<file path="config.mk">
export PLATFORM = sky130hd
export DESIGN_NAME = snoop_ctl_regs
export DESIGN_NICKNAME = d
export VERILOG_FILES = /design/src/rtl/snoop_ctl_regs.sv
export SDC_FILE = /design/constraint.sdc
export NUM_CORES = 1
export LEC_CHECK = 0
export ABC_CLOCK_PERIOD_IN_PS = 2490
export CORE_ASPECT_RATIO = 0.8
export CORE_MARGIN = 3
export CORE_UTILIZATION = 30
export DETAILED_ROUTE_END_ITERATION = 8
export PLACE_DENSITY = 0.51
export REMOVE_ABC_BUFFERS = 1
export SLEW_MARGIN = 20
export SYNTH_ARGS = -nofsm -noshare
export SYNTH_HDL_FRONTEND = slang
export SYNTH_SLANG_ARGS = --single-unit
</file>
<file path="constraint.sdc">
create_clock -name clk -period 2.49 [get_ports clk]
set_input_delay 0.6225 -clock clk [delete_from_list [all_inputs] [get_ports clk]]
set_output_delay 0.6225 -clock clk [all_outputs]
set_load 0.01 [all_outputs]
</file>
<file path="src/rtl/snoop_ctl_regs.sv">
module snoop_ctl_regs #(
  parameter int NCPU = 1,
  parameter int AW   = 8,
  parameter int DW   = 32
) (
  input  logic          clk,
  input  logic          rst_n,
  input  logic [AW-1:0] addr,
  input  logic [DW-1:0] wdata,
  input  logic [2:0]    size,
  input  logic          wr_en,
  input  logic          rd_en,
  output logic [DW-1:0] rdata
);
  localparam logic [AW-1:0] OFF_CTL = 8'h00;
  localparam logic [AW-1:0] OFF_CFG = 8'h04;
  localparam logic [AW-1:0] OFF_PWR = 8'h08;
  localparam logic [DW-1:0] CFG_VAL =
    DW'((((1 << NCPU) - 1) << 4) | (NCPU - 1));

  initial assert (NCPU >= 1 && NCPU <= 4);

  logic          en_q;
  logic [DW-1:0] pwr_q;
  logic [DW-1:0] mask, wmask, wshift;
  logic          pwr_hit;
  logic [4:0]    sh;
  logic          size_ok;
  logic [DW-1:0] rd_next;

  assign pwr_hit = addr[AW-1:2] == OFF_PWR[AW-1:2];
  assign sh      = {addr[1:0], 3'b000};

  always_comb begin
    size_ok = 1'b1;
    case (size)
      3'd1:    mask = 32'h0000_00ff;
      3'd2:    mask = 32'h0000_ffff;
      3'd4:    mask = 32'hffff_ffff;
      default: begin mask = '0; size_ok = 1'b0; end
    endcase
  end

  assign wmask  = mask << sh;
  assign wshift = (wdata & mask) << sh;

  always_ff @(posedge clk) begin
    if (!rst_n) en_q <= 1'b0;
    else if (wr_en && size_ok && addr == OFF_CTL) en_q <= wdata[0];
  end

  always_ff @(posedge clk) begin
    if (wr_en && size_ok && pwr_hit)
      pwr_q <= (pwr_q & ~wmask) | wshift;
  end

  always_comb begin
    rd_next = '0;
    if (addr == OFF_CTL) rd_next = {{(DW-1){1'b0}}, en_q};
    else if (addr == OFF_CFG) rd_next = CFG_VAL;
    else if (pwr_hit) rd_next = pwr_q >> sh;
  end

  always_ff @(posedge clk) begin
    if (!rst_n) rdata <= '0;
    else if (rd_en) rdata <= rd_next;
  end

  a_r1_reset_clears_en: assert property (@(posedge clk)
    !rst_n |=> !en_q);
  a_r2_ctl_write: assert property (@(posedge clk) disable iff (!rst_n)
    (wr_en && size_ok && addr == OFF_CTL) |=> en_q == $past(wdata[0]));
  a_r6_bad_size_keeps: assert property (@(posedge clk) disable iff (!rst_n)
    (wr_en && !size_ok) |=> ($stable(pwr_q) && $stable(en_q)));
  a_r7_zero_region: assert property (@(posedge clk) disable iff (!rst_n)
    (rd_en && addr[AW-1:4] != '0) |=> rdata == '0);
  a_r8_hold_when_idle: assert property (@(posedge clk) disable iff (!rst_n)
    (!rd_en && $past(rst_n)) |=> $stable(rdata));
  a_r2_ctl_upper_zero: assert property (@(posedge clk) disable iff (!rst_n)
    (rd_en && addr == OFF_CTL) |=> rdata[DW-1:1] == '0);
endmodule

</file>
==> metrics.txt, run 1 <==
final setup vio count=0; Crit Path Category=in -> reg; status=finished, final reports clean; Req. time, crit path=about 2.6 ns; hold_ws=roughly 0.47 ns; final worst path period share=93.0%; critical path arrival=between 2 and 2.5 ns; Critical Path Source Type=primary input; Top-Level Pins=between 70 and 80; unrepaired setup endpoints after global routing=false; min cycle time layout=2.31 ns; M1 WL=5370 um; Syn Inst Count=322; P per Cell Area=around 560 nW/um^2; reg-to-reg slack, setup=1.21 ns; top cells by area, synth=edfxtp_1, dfxtp_1, mux2i_1, mux2_2, a22o_1; Yosys reg bits=65; Nets=470; initial antenna violation count=0; largest net degree at the start of global routing=36; drt pass-1 iters=4; vias per cell=5.30; Main synth FF type=dfxtp_1; wire length per cell=between 15 and 20 um; Post-CTS Hold Buffers=0; Syn Area/Cell=11.1 um^2; Mapped Area=3580 um^2; Fill cells=1095; clock skew=0.00612 ns; share of cells above drive strength 1=between 10% and 20%; Yosys cell types=48; max-cap violations=0; Sinks on Clock Net=65; metal3 WL=around 940 um; Clk pwr share=a little under half; Rel. slew slack=between 50% and 60%; met2 routed WL=4970 um; worst hold path type=reg -> reg; # H-tree levels=3; worst-margin pin slew=0.685 ns; total global-route track usage=17.4%; Max Slew Vio Count=0; Antenna Violating Nets Remaining=0; Critical Path, Cell by Cell=clkdlybuf4s50_1 > nor3b_1 > o21bai_2 > nand2_2 > mux2_2; post-CTS setup buffers=0; Post-synth EDFFs=32; residual DRC count=0; IO Port Bufs=~80; total gr overflow=0; register area share after synthesis=a little under half; die area=13300 um^2; Skew-Pair Late Insertion Delay=0.33 ns; area of the core=11600 um^2; area delta synth->final=41.4%; starting density of the core=30.9%; Seq. cell area=1620 um^2; Yosys warning count=0; Die X=128 um; CTS root buffer=clkbuf_16; Die H=104 um; Util after Layout=between 40% and 50%; Routability Congestion=0.795; first-pass GRT wire length=around 18000 um; Placement Rows=35; cell leakage power=1.87 nW; largest area contributor in the netlist=edfxtp_1; Hold Vio Cnt, Final=0; CTS buffer count=9; Seq pwr share=39.7%; crit-path max FO=8; Critical Path Sink Type=register; Int Pwr=between 2 and 2.5 mW; Sw Ratio=23.0%; top cell type's share of synthesized area=26.8%; Worst path slowest cell=clkdlybuf4s50_1; peak supply drop=0.292 mV; top layer in use=met4; clk slew on worst S/H paths=0.06 ns; Total Power=2.83 mW; achievable clock frequency=432 MHz; vias in the first global route=3125; Max clock buf depth=2; via count=about 3100; combinational power share=12.5%; setup tns final=0 ns; Async SR Flop Fraction=0%; DR iter-0 viols=243; Crit path largest cell delay=0.53 ns; final wirelength=11300 um; CTS tree=built; Detail Placement HPWL=8100 um; switching power=0.650 mW; ANT cells=0; Multi-input gate area=1840 um^2
## layer usage
layer  track usage, %  vias up
met5                0        -
met4             4.09        0
met3             4.02        2
met2             25.4      104
met1             26.0     1482
li1                 -     1462
## Yosys cell counts, types with 2 or more instances
library cell / count
dfxtp_1: 33
edfxtp_1: 32
mux2i_1: 27
nand2_1: 25
a22o_1: 24
mux2_2: 23
and2_1: 17
o2bb2ai_1: 16
a221o_1: 15
nor2b_1: 14
nor2_1: 12
a22oi_1: 11
clkbuf_1: 11
a32oi_1: 6
buf_2: 5
a21boi_0: 4
buf_4: 4
a21oi_1: 3
nand3_1: 3
and3_1: 2
and4_1: 2
buf_6: 2
inv_1: 2
nand3b_1: 2
nand4_1: 2
nor3b_1: 2
o21ai_0: 2
## final timing paths
kind | to | from | cells past startpoint
worst max register to register | rdata[0] | pwr_q[24] | 4
worst max-delay path | pwr_q[3] | size[1] | 5
worst min register to register | rdata[28] | rdata[28] | 2
worst min-delay path | rdata[28] | rdata[28] | 2
## cells in the final DEF, fill, tap and decap left out, types with 2 or more instances in the layout
cell and n:
a21boi_0 4, a21oi_1 3, a221o_1 15, a22o_1 24, a22oi_1 11, a32oi_1 6, and2_1 18, and3_1 2
and4_1 2, buf_12 5, buf_4 30, bufinv_16 2, clkbuf_16 9, clkdlybuf4s50_1 77, clkinv_2 3, dfxtp_1 33
edfxtp_1 32, inv_1 2, mux2_2 23, mux2i_1 27, nand2_1 25, nand3_1 3, nand3b_1 2, nand4_1 2
nor2_1 12, nor2b_1 14, nor3b_1 2, o21ai_0 2, o2bb2ai_1 16
## final cells by class
type | instances | area share [%]
inverter | 3 | 0.222
multi-input combinational | 231 | 36.3
tap | 148 | 3.65
timing repair buffer | 113 | 21.7
clock inverter | 6 | 1.63
clock buffer | 10 | 4.52
sequential | 65 | 32.0
## sequential cells by signal, summed over array words and instances (netlist names)
signal,flops
pwr_q,32
en_q,1
rdata,32
## critical path: cells and delay by family
kind,cells,cell delay [ns]
buffers and inverters,1,0.53
AND/OR/NAND/NOR,2,0.65
multiplexers,1,0.34
AO/OA/AOI/OAI,1,0.26
## repair_timing
action                                  CTS  global route
endpoints found under the setup margin    8             7
gates resized for setup                   1             1
endpoints found under the hold margin     0             0
## power groups by stage
stage / clock (mW) / sequential, mW / combinational, mW
2_1_floorplan: 0 / 1.15 / 0.140
3_3_place_gp: 0 / 1.15 / 0.349
3_5_place_dp: 0 / 1.15 / 0.352
4_1_cts: 1.38 / 1.12 / 0.355
5_1_grt: 1.42 / 1.12 / 0.384
6_report: 1.35 / 1.12 / 0.355
## cell families (layout without fill, tap and decap cells)
family,Yosys count,in the layout,synth area share [%]
xor gates and xnor gates,2,2,0.698
DFF,65,65,45.3
buffers and inverters,26,132,3.77
muxes,50,50,14.8
AOI/OAI and AO/OA,90,90,21.3
and+or+nand+nor,89,89,14.2
## per-stage QoR
step / cells / instance area (um^2) / worst slack, ns
finish: 576 / 5070 / 0.175
floorplan: 299 / 3460 / 0.0338
global placement: 560 / 4750 / -0.492
CTS: 576 / 5060 / 0.0825
global route: 576 / 5070 / 0.0740
detailed placement: 560 / 4750 / -0.530
Power figures use the tool's default switching activity.
==> run 2: changes to the inputs <==
--- a/config.mk
+++ b/config.mk
@@ -12,6 +12,7 @@
 export DETAILED_ROUTE_END_ITERATION = 8
 export PLACE_DENSITY = 0.51
 export REMOVE_ABC_BUFFERS = 1
+export SETUP_SLACK_MARGIN = 0.02
 export SLEW_MARGIN = 20
 export SYNTH_ARGS = -nofsm -noshare
 export SYNTH_HDL_FRONTEND = slang
==> results of run 2 <==
Final layout, timing and power as in run 1 (identical DEF).
==> run 3: changes to the inputs <==
--- a/config.mk
+++ b/config.mk
@@ -12,7 +12,6 @@
 export DETAILED_ROUTE_END_ITERATION = 8
 export PLACE_DENSITY = 0.51
 export REMOVE_ABC_BUFFERS = 1
-export SETUP_SLACK_MARGIN = 0.02
 export SLEW_MARGIN = 20
 export SYNTH_ARGS = -nofsm -noshare
 export SYNTH_HDL_FRONTEND = slang
==> results of run 3 <==
Final layout, timing and power as in run 1 (identical DEF).
